### config.mk
export PLATFORM = sky130hd
export DESIGN_NAME = extint_sense_ctrl
export DESIGN_NICKNAME = d
export VERILOG_FILES = /design/src/rtl/extint_pkg.sv /design/src/rtl/extint_sync.sv /design/src/rtl/extint_line_detect.sv /design/src/rtl/extint_sense_ctrl.sv
export SDC_FILE = /design/constraint.sdc
export NUM_CORES = 1
export LEC_CHECK = 0
export BUFFER_PORTS_ARGS = -buffer_cell sky130_fd_sc_hd__clkbuf_2
export CORE_ASPECT_RATIO = 1.1
export CORE_MARGIN = 2
export CORE_UTILIZATION = 44
export DETAILED_ROUTE_END_ITERATION = 6
export MAX_ROUTING_LAYER = met4
export SYNTH_ARGS = -nofsm -noshare
export SYNTH_HDL_FRONTEND = slang
export SYNTH_SLANG_ARGS = --single-unit
### constraint.sdc
create_clock -name clk -period 3.3 [get_ports clk]
set_clock_uncertainty 0.2 [all_clocks]
set_input_delay 0.165 -clock clk [delete_from_list [all_inputs] [get_ports clk]]
set_output_delay 0.165 -clock clk [all_outputs]
set_load 0.05 [all_outputs]
### src/rtl/extint_pkg.sv
package extint_pkg;

    localparam int SENSE_W = 6;
    localparam int BUS_W   = 32;

    // Register byte offsets (the decode below depends on these)
    localparam int OFF_REQ      = 'h000;
    localparam int OFF_EN_CLR   = 'h004;
    localparam int OFF_EN_SET   = 'h008;
    localparam int OFF_DET      = 'h100;
    localparam int OFF_CFG_BASE = 'h180;

    typedef enum logic [SENSE_W-1:0] {
        SENSE_OFF    = 6'h00,
        SENSE_LVL_LO = 6'h01,
        SENSE_LVL_HI = 6'h02,
        SENSE_FALL   = 6'h04,
        SENSE_RISE   = 6'h08,
        SENSE_BOTH   = 6'h0C
    } sense_e;

endpackage

### src/rtl/extint_sync.sv
module extint_sync #(
    parameter int WIDTH  = 32,
    parameter int STAGES = 2
) (
    input  logic             clk,
    input  logic             rst_n,
    input  logic [WIDTH-1:0] async_i,
    output logic [WIDTH-1:0] sync_o
);

    logic [STAGES-1:0][WIDTH-1:0] stage_q;
    logic [STAGES-1:0][WIDTH-1:0] stage_d;

    always_comb begin
        stage_d[0] = async_i;
        for (int s = 1; s < STAGES; s++) begin
            stage_d[s] = stage_q[s-1];
        end
    end

    always_ff @(posedge clk or negedge rst_n) begin
        if (!rst_n) begin
            stage_q <= '0;
        end else begin
            stage_q <= stage_d;
        end
    end

    assign sync_o = stage_q[STAGES-1];

endmodule

### src/rtl/extint_line_detect.sv
module extint_line_detect
    import extint_pkg::*;
(
    input  logic               clk,
    input  logic               rst_n,
    input  logic               level_i,
    input  logic [SENSE_W-1:0] sense_i,
    output logic               event_o
);

    logic prev_q;
    logic prev_d;
    logic rise;
    logic fall;

    assign prev_d = level_i;
    assign rise   = level_i & ~prev_q;
    assign fall   = ~level_i & prev_q;

    always_comb begin
        case (sense_i)
            SENSE_LVL_LO: event_o = ~level_i;
            SENSE_LVL_HI: event_o = level_i;
            SENSE_FALL:   event_o = fall;
            SENSE_RISE:   event_o = rise;
            SENSE_BOTH:   event_o = rise | fall;
            default:      event_o = 1'b0;
        endcase
    end

    always_ff @(posedge clk or negedge rst_n) begin
        if (!rst_n) begin
            prev_q <= 1'b0;
        end else begin
            prev_q <= prev_d;
        end
    end

endmodule

### src/rtl/extint_sense_ctrl.sv
module extint_sense_ctrl
    import extint_pkg::*;
#(
    parameter int NUM_LINES = 32,   // 1..32
    parameter int ADDR_W    = 9     // must reach the last config word
) (
    input  logic                 clk,
    input  logic                 rst_n,
    input  logic                 bus_wr,
    input  logic [ADDR_W-1:0]    bus_addr,
    input  logic [BUS_W-1:0]     bus_wdata,
    output logic [BUS_W-1:0]     bus_rdata,
    input  logic [NUM_LINES-1:0] ext_in,
    output logic [NUM_LINES-1:0] irq_o
);

    localparam int WA_W = ADDR_W - 2;
    localparam logic [WA_W-1:0] WA_REQ    = WA_W'(OFF_REQ >> 2);
    localparam logic [WA_W-1:0] WA_EN_CLR = WA_W'(OFF_EN_CLR >> 2);
    localparam logic [WA_W-1:0] WA_EN_SET = WA_W'(OFF_EN_SET >> 2);
    localparam logic [WA_W-1:0] WA_DET    = WA_W'(OFF_DET >> 2);
    localparam logic [WA_W-1:0] WA_CFG    = WA_W'(OFF_CFG_BASE >> 2);

    typedef struct packed {
        logic [NUM_LINES-1:0]              en;
        logic [NUM_LINES-1:0]              det;
        logic [NUM_LINES-1:0][SENSE_W-1:0] cfg;
    } state_t;

    state_t state_d, state_q;

    logic [WA_W-1:0]      word_addr;
    logic [WA_W-1:0]      cfg_idx;
    logic                 is_cfg;
    logic [NUM_LINES-1:0] line_sync;
    logic [NUM_LINES-1:0] ev_w;
    logic [NUM_LINES-1:0] en_q;
    logic [NUM_LINES-1:0] det_q;
    logic [NUM_LINES-1:0] wdata_lines;
    logic                 unused_addr_lsb;

    assign word_addr       = bus_addr[ADDR_W-1:2];
    assign cfg_idx         = word_addr - WA_CFG;
    assign is_cfg          = (word_addr >= WA_CFG) && (cfg_idx < WA_W'(NUM_LINES));
    assign wdata_lines     = bus_wdata[NUM_LINES-1:0];
    assign unused_addr_lsb = ^bus_addr[1:0];
    assign en_q            = state_q.en;
    assign det_q           = state_q.det;

    extint_sync #(
        .WIDTH  (NUM_LINES),
        .STAGES (2)
    ) u_sync (
        .clk     (clk),
        .rst_n   (rst_n),
        .async_i (ext_in),
        .sync_o  (line_sync)
    );

    for (genvar g = 0; g < NUM_LINES; g++) begin : g_line
        extint_line_detect u_det (
            .clk     (clk),
            .rst_n   (rst_n),
            .level_i (line_sync[g]),
            .sense_i (state_q.cfg[g]),
            .event_o (ev_w[g])
        );
    end

    // Next-state logic
    always_comb begin
        logic [NUM_LINES-1:0] clr_mask;
        state_d  = state_q;
        clr_mask = '0;
        if (bus_wr) begin
            if (word_addr == WA_EN_SET) begin
                state_d.en = state_q.en | wdata_lines;
            end
            if (word_addr == WA_EN_CLR) begin
                state_d.en = state_q.en & ~wdata_lines;
            end
            if (word_addr == WA_DET) begin
                clr_mask = wdata_lines;
            end
            for (int i = 0; i < NUM_LINES; i++) begin
                if (is_cfg && cfg_idx == WA_W'(i)) begin
                    state_d.cfg[i] = bus_wdata[SENSE_W-1:0];
                end
            end
        end
        // a new event wins over a same-cycle clear
        state_d.det = (state_q.det & ~clr_mask) | ev_w;
    end

    always_ff @(posedge clk or negedge rst_n) begin
        if (!rst_n) begin
            state_q <= '0;
        end else begin
            state_q <= state_d;
        end
    end

    assign irq_o = state_q.det & state_q.en;

    // Read mux
    always_comb begin
        bus_rdata = '0;
        if (word_addr == WA_REQ) begin
            bus_rdata[NUM_LINES-1:0] = irq_o;
        end else if (word_addr == WA_EN_CLR) begin
            bus_rdata[NUM_LINES-1:0] = state_q.en;
        end else if (word_addr == WA_DET) begin
            bus_rdata[NUM_LINES-1:0] = state_q.det;
        end else begin
            for (int i = 0; i < NUM_LINES; i++) begin
                if (is_cfg && cfg_idx == WA_W'(i)) begin
                    bus_rdata[SENSE_W-1:0] = state_q.cfg[i];
                end
            end
        end
    end

endmodule

# == Word level (Yosys, flattened, before mapping) ==
# Index checks and enable logic that the tools add are counted.
# classes
addsub,1
magnitude_cmp,2
eq_ne,194
n_mux,72
bitwise_logic,167
reduce_logical,69
# op_table
operator,count
"6-bit by 4-bit equality test with 1-bit output, second input constant",64
6-bit 2-to-1 mux,33
"6-bit by 1-bit equality test with 1-bit output, second input constant",32
"6-bit by 2-bit equality test with 1-bit output, second input constant",32
"6-bit by 3-bit equality test with 1-bit output, second input constant",32
32-bit 2-to-1 mux,6
1-bit case mux with 5 select lines,32
"7-bit by 5-bit equality test with 1-bit output, second input constant",16
32-bit bitwise AND,3
2-bit AND reduction,33
1-bit bitwise AND,64
1-bit inverter,64
32-bit inverter,2
32-bit OR,2
"7-bit by 4-bit equality test with 1-bit output, second input constant",8
1-bit logical AND,33
1-bit OR,32
"7-bit by 3-bit equality test with 1-bit output, second input constant",4
26-bit 2-to-1 mux,1
"7-bit by 2-bit equality test with 1-bit output, second input constant",3
"7-bit by 1-bit equality test with 1-bit output, second input constant",2
7-bit logical NOT,2
"7-bit equality test, second input constant",1
"7-bit greater-or-equal comparator, second input constant",1
3 further kinds,3
# word_totals
reg_bits,352
inputBits,76
out_inout_bits,64
elab_cells,573

# == Depth between registers and ports, before layout ==
# Gate-level depths: netlist (run 1).
# depth
depth_word,39
depth_mapped,10

# == Modules after synthesis ==
# A second synthesis (run 1) with hierarchy kept.
# unflattened
hier_cells,1707
hier_area_um2,18388.9
# by_module_without_submodules
module,n_inst,cells_per_inst,area_each_um2
extint_sense_ctrl,1,1163,12903.6
extint_line_detect,32,15,121.4
extint_sync,1,64,1601.5

# == Least setup slack after synthesis (run 1) ==
# No wires, ideal clock.
# synth_path
path_kind,input-to-output
start,input port bus_addr[7]
end,output port bus_rdata[3]
arrival_time_ps,2461
slack_ps,474
stages,8
path_buffers,1
cell_sequence,ha_1 and4bb_2 buf_2 and2_1 a22o_1 o21ai_0 a211o_1 a41oi_1
# synth_via
elab_chain_len,39
elab_cells_between_ends,106
classes_between,add/sub: 1; order compare: 2; eq/ne: 33; mux: 35; reduce/logical: 35
# synth_lines
item,line_no,source
start: declaration,extint_sense_ctrl.sv:10,"input logic [ADDR_W-1:0] bus_addr,"
7-bit subtractor,extint_sense_ctrl.sv:43,assign cfg_idx = word_addr - WA_CFG;
7-bit by 6-bit < comparator with 1-bit output,extint_sense_ctrl.sv:44,assign is_cfg = (word_addr >= WA_CFG) && (cfg_idx < WA_W'(NUM_LINES));
1-bit logical AND,extint_sense_ctrl.sv:44,
1-bit logical AND,extint_sense_ctrl.sv:116,if (is_cfg && cfg_idx == WA_W'(i)) begin
6-bit 2-to-1 mux (32 in a row),extint_sense_ctrl.sv:116,
6-bit 2-to-1 mux,extint_sense_ctrl.sv:112,end else if (word_addr == WA_DET) begin
32-bit 2-to-1 mux,extint_sense_ctrl.sv:110,end else if (word_addr == WA_EN_CLR) begin
32-bit 2-to-1 mux (*),extint_sense_ctrl.sv:108,if (word_addr == WA_REQ) begin
end: declaration,extint_sense_ctrl.sv:12,"output logic [BUS_W-1:0] bus_rdata,"
# Mark *: on every way between the ends. The rest lies on a longest branch, timed or not.

# == Final worst setup path (run 1) ==
# layout_path
start,register state_q[18] (netlist bit)
end,output port bus_rdata[0]
# layout_via
elab_chain_len,32
# layout_lines
item,line_no,source
start: declaration,extint_sense_ctrl.sv:30,"state_t state_d, state_q;"
start signal: assignment,extint_sense_ctrl.sv:99,state_q <= state_d;
6-bit 2-to-1 mux (29 in a row),extint_sense_ctrl.sv:116,
6-bit 2-to-1 mux,extint_sense_ctrl.sv:112,
32-bit 2-to-1 mux,extint_sense_ctrl.sv:110,
32-bit 2-to-1 mux,extint_sense_ctrl.sv:108,
# Every way passes these cells.

==> results of run 1 <==
metal layers:
layer,part of all wire [%],track usage (%)
met4,3.8,9.624
met2,46,40.88
met3,5.7,4.609
met1,45,36.30
met5,0,-
metrics by stage:
| step | area [sq um] | hold slack, ns | std cells | total power, mW | worst slack [ns] |
|---|---|---|---|---|---|
| 2_1_floorplan | 18280 | -0.3306 | 1655 | 5.872 | 0.4741 |
| 3_3_place_gp | 19870 | -0.04095 | 2333 | 6.413 | 0.2104 |
| 3_5_place_dp | 19870 | -0.03714 | 2333 | 6.455 | 0.1020 |
| 4_1_cts | 21680 | 0.01003 | 2460 | 10.70 | 0.02636 |
| 5_1_grt | 21700 | 0.02824 | 2464 | 11.04 | 0.04944 |
| 6_report | 21700 | 0.03499 | 2464 | 10.60 | 0.1220 |
power by group:
part / switching [mW] / internal (mW)
logic: 0.830 / 0.563
clock network: 1.77 / 2.38
registers: 0.363 / 4.69
flip-flops by register name, summed over array words and instances (netlist names), named ones only:
register and flops:
det_q 32, g_line.u_det.prev_q 32, state_q 192, u_sync.stage_d 32, u_sync.sync_o 32
critical path, cell delays in order, from the launching register on:
cell      delay (ns)
dfrtp_1         0.42
mux4_2          0.53
and3_1          0.21
a221oi_1        0.25
a211oi_1        0.15
o21ai_2         0.24
o211ai_1        0.24
buf_12          0.22
synth_stat cells, types with 6 or more instances:
master	n
nand2_1	112
and2_1	41
nand2b_1	8
buf_2	34
dfrtp_1	352
a22oi_1	7
o32ai_1	33
mux2i_1	21
buf_6	9
nor3b_1	30
mux2_2	202
nor2_1	74
nor2_2	9
nand3_1	28
a2bb2oi_1	6
o2111ai_1	29
o22ai_1	16
nor2b_1	37
inv_1	73
o21ai_0	62
a221oi_1	7
nor3_1	11
a31oi_1	35
a22o_1	36
a21oi_1	126
ha_1	65
o211ai_1	9
a311oi_1	33
a21o_1	7
mux4_2	10
clkbuf_1	35
buf_4	10
final timing paths:
path | startpoint | to | slack [ns]
min in group asynchronous | rst_n | asynchronous set/reset pin | 0.08
hold / removal | ext_in[27] | u_sync.stage_d[59] | 0.03
setup / recovery | state_q[18] | bus_rdata[0] | 0.12
max in group asynchronous | rst_n | u_sync.sync_o[24] | 2.31
setup reg to reg | u_sync.sync_o[11] | det_q[11] | 1.69
hold reg to reg | u_sync.stage_d[62] | u_sync.sync_o[30] | 0.14
cell families (layout without fill, tap and decap cells):
family	count (synthesis)	count (layout)	synth area share, %
adders and majority gates	65	65	4.448
other	0	4	0
buffers and inverters	165	410	4.202
and+or+nand+nor	390	390	11.39
muxes	234	234	14.97
xor gates and xnor gates	1	1	0.04791
DFF	352	352	48.18
AOI/OAI and AO/OA	448	448	16.77
area by class of cell:
| class | count | area (sq um) | area share, % |
|---|---|---|---|
| Sequential cell | 352 | 8808 | 40.60 |
| Multi-Input combinational cell | 1138 | 8727 | 40.22 |
| Timing Repair Buffer | 270 | 1979 | 9.123 |
| Clock buffer | 59 | 1141 | 5.259 |
| Tap cell | 560 | 700.7 | 3.229 |
| Inverter | 73 | 274.0 | 1.263 |
| Clock inverter | 8 | 56.30 | 0.2595 |
| Antenna cell | 4 | 10.01 | 0.04613 |
what timing repair did:
item | in CTS | in global routing
hold buffers | 60 | 0
setup endpoints to repair | 0 | 2
resized for setup | 0 | 2
endpoints found under the hold margin | 436 | 0
==> results.yml, run 1 <==
worst_hold_path:
  hold_class: "in -> reg"
  min_path_cells: 2
sta:
  fin_crit_ns: 3.178
  hold_viol: 0
  maxSlewHeadroom_pct: 23.88
  clock.fmax_mhz: 314.7
  rsz0062_at_grt: "no"
  finalSetupViolations: 0
  finalMaxSlewViolations: 0
  min_period_over_period_pct: 96.30
  final.setup.tns_ns: 0
  tightest_slew_ns: 1.142
finish:
  finalNetCount: 2015
  layout_common_cells: "dfrtp_1, mux2_2, clkbuf_2, a21oi_1, nand2_1"
  area_delta_synth_final_pct: 18.68
  drive_gt1_share_pct: 27.11
  final_common_cell: "dfrtp_1"
  final_util_pct: 52.81
  n_fill_cell: 3657
cts:
  cts.sinks: 352
  cts_buffers: 39
  clk_path_buf_depth: 3
  clk_pin_slew_worst_paths_ns: 0.06
  cts_tree: "done"
  postCtsSetupRepairBufs: 0
  ctsHtreeMaxLevel: 2
  clkLatencyLatePin_ns: 0.57
  cts_root_buf: "clkbuf_16"
setup_path:
  reg2regPathDepth: 3
  critPathCaptureType: "output port"
  critPathKind: "reg -> out"
  arrival_ns: 2.81
  worstSetupStartpointType: "flip-flop"
  required_ns: 2.93
  cp_max_fo: 5
synth:
  yosysTopAreaCell: "dfrtp_1"
  yosys.area.top_type_share_pct: 48.18
  ys.flop_type: "dfrtp_1"
  synth_area_per_cell_sq_um: 11.05
  ys_ff_latch: 352
  synth_cell_type_count: 80
  synth_edf_count: 0
  synth_area_leaders: "dfrtp_1, mux2_2, ha_1"
  synth_area_sq_mm: 0.01828
  synthArstFlopShare_pct: 100.0
  ys_seq_area_share_pct: 48.18
  synth_nets: 1796
  yosys_warnings: 0
  synth_cells: 1655
floorplanning:
  std_cell_rows: 78
  floorplan.initialDensity_pct: 44.50
  core_area_sq_mm: 0.04109
  fp.dieH_um: 217.8
  io_pins: 140
  die_area_sq_mm: 0.04320
  die_w_um: 198.4
grt:
  track_usage_pct: 26.88
  grt_pass1_vias: 14390
  antenna_found_initial: 5
  grt_pass1_wl_um: 86020
  grt_max_degree: 106
  overflow: 0
routing:
  via_per_inst: 5.895
  drc_errors: 0
  wl_per_cell_um: 22.44
  first_pass_iters: 5
  via_count: 14530
  drtIter0Drc: 1263
  postRouteAntennaNets: 0
  routed_wl_um: 55290
status:
  status: "complete, no violations"
place:
  port_buffers: 137
  hpwlAfterDp_um: 38010
  gp_congestion: 0.9694
run:
  drv_cap: 0
power:
  peakVddDrop_v: 0.0003273
  p_leak_nw: 10.10
  powerDensity_mw_per_mm2: 488.4
Power figures use the tool's default switching activity.
==> run 2: changes to the inputs <==
--- a/config.mk
+++ b/config.mk
@@ -6,7 +6,7 @@
 export NUM_CORES = 1
 export LEC_CHECK = 0
 export BUFFER_PORTS_ARGS = -buffer_cell sky130_fd_sc_hd__clkbuf_2
-export CORE_ASPECT_RATIO = 1.1
+export CORE_ASPECT_RATIO = 0.7
 export CORE_MARGIN = 2
 export CORE_UTILIZATION = 44
 export DETAILED_ROUTE_END_ITERATION = 6
==> results.yml, run 2 (synthesized netlist as in run 1, its figures left out) <==
status:
  status: "complete, no violations"
place:
  hpwlAfterDp_um: 39860
  gp_congestion: 0.9669
  pre_cts_ws_ns: 0.2842
  port_buffers: 137
cts:
  clk_path_buf_depth: 3
  cts.sinks: 352
  clkLatencyLatePin_ns: 0.54
  cts_buffers: 38
  cts_tree: "done"
  cts_root_buf: "clkbuf_16"
  postCtsSetupRepairBufs: 0
  clk_pin_slew_worst_paths_ns: 0.06
  ctsHtreeMaxLevel: 2
power:
  powerDensity_mw_per_mm2: 497.8
  p_leak_nw: 10.12
  peakVddDrop_v: 0.0003787
  finalPower_mw: 10.81
routing:
  via_per_inst: 5.995
  wl_per_cell_um: 23.34
  drtIter0Drc: 1402
  routed_wl_um: 56960
  via_count: 14630
  postRouteAntennaNets: 0
  first_pass_iters: 5
  drc_errors: 0
finish:
  area_delta_synth_final_pct: 18.75
  finalNetCount: 2007
  final_util_pct: 53.01
  largest_reg_flops: 192
  final_common_cell: "dfrtp_1"
  top_register: "state_q"
  layout_common_cells: "dfrtp_1, mux2_2, clkbuf_2, a21oi_1, nand2_1"
  drive_gt1_share_pct: 26.98
  n_fill_cell: 3643
setup_path:
  cp_max_fo: 5
  arrival_ns: 2.84
  required_ns: 2.93
  reg2regPathDepth: 3
  worstSetupStartpointType: "flip-flop"
  critPathCaptureType: "output port"
  critPathKind: "reg -> out"
grt:
  antenna_found_initial: 1
  grt_max_degree: 101
  grt_pass1_vias: 14440
  overflow: 0
  grt_pass1_wl_um: 87740
  track_usage_pct: 27.43
sta:
  setup_ws_ns: 0.09384
  fin_crit_ns: 3.206
  min_period_over_period_pct: 97.16
  clock.fmax_mhz: 311.9
  rsz0062_at_grt: "no"
  finalSetupViolations: 0
  maxSlewHeadroom_pct: 20.19
  tightest_slew_ns: 1.197
  hold_viol: 0
  final.setup.tns_ns: 0
  finalMaxSlewViolations: 0
floorplanning:
  std_cell_rows: 62
  die_area_sq_mm: 0.04322
  floorplan.initialDensity_pct: 44.64
  die_w_um: 247.6
  io_pins: 140
  core_area_sq_mm: 0.04096
  fp.dieH_um: 174.5
worst_hold_path:
  hold_class: "in -> reg"
  min_path_cells: 2
run:
  drv_cap: 0
-- run 2: cell count changes in the layout (fill, tap and decap cells not counted), sizes merged --
cell	change
bufinv	+2
buf	-7
inv	-1
diode	-2
clkbuf	-5
clkinv	+5
-- run 2: final timing paths --
path / start / slack, ns / end
worst max-delay path: state_q[18] / 0.09 / bus_rdata[0]
worst min register to register: u_sync.stage_d[35] / 0.14 / u_sync.sync_o[3]
worst max register to register: u_sync.sync_o[12] / 1.48 / det_q[12]
worst min-delay path: ext_in[0] / 0.06 / u_sync.stage_d[32]
min in group asynchronous: rst_n / 0.08 / u_sync.stage_d[42]
max in group asynchronous: rst_n / 2.00 / det_q[28]
-- run 2: worst max-delay path: stages (launching register included) --
cell and delay [ns]:
dfrtp_1 0.42, mux4_2 0.53, and3_1 0.25, a221oi_1 0.22
a211oi_1 0.11, o21ai_1 0.28, o211ai_1 0.26, buf_12 0.23
-- run 2: stage by stage --
step / std cells / hold slack [ns] / cell area, sq um
6_report: 2440 / 0.06472 / 21710
4_1_cts: 2438 / 0.03997 / 21710
2_1_floorplan: 1655 / -0.3306 / 18280
3_3_place_gp: 2311 / 0.07416 / 19850
3_5_place_dp: 2311 / 0.07466 / 19850
5_1_grt: 2439 / 0.05799 / 21710
-- run 2: layout make-up --
| type | count | area (sq um) | area share (%) |
|---|---|---|---|
| Timing Repair Buffer | 263 | 1957 | 9.013 |
| Multi-Input combinational cell | 1138 | 8716 | 40.15 |
| Antenna cell | 2 | 5.005 | 0.02305 |
| Tap cell | 544 | 680.7 | 3.135 |
| Inverter | 73 | 274.0 | 1.262 |
| Sequential cell | 352 | 8808 | 40.57 |
| Clock inverter | 14 | 135.1 | 0.6224 |
| Clock buffer | 54 | 1135 | 5.227 |
-- run 2: power by group --
part           total, mW  internal [mW]  switching (mW)
registers           5.07           4.69           0.384
clock network       4.34           2.56            1.78
logic               1.40          0.564           0.832
total               10.8           7.81            2.99
-- run 2: per-layer routing --
| metal | routed length (um) | vias to the layer above | GRT usage (%) |
|---|---|---|---|
| li1 | - | 6615 | - |
| met2 | 23490 | 517 | 36.98 |
| met3 | 4392 | 98 | 6.145 |
| met4 | 1441 | 0 | 7.460 |
| met5 | 0 | - | - |
| met1 | 27640 | 7398 | 41.08 |
-- run 2: repair_timing --
action,in CTS,in global routing
endpoints found under the setup margin,0,0
endpoints found under the hold margin,177,0
resized for setup,0,0
hold buffers,59,0
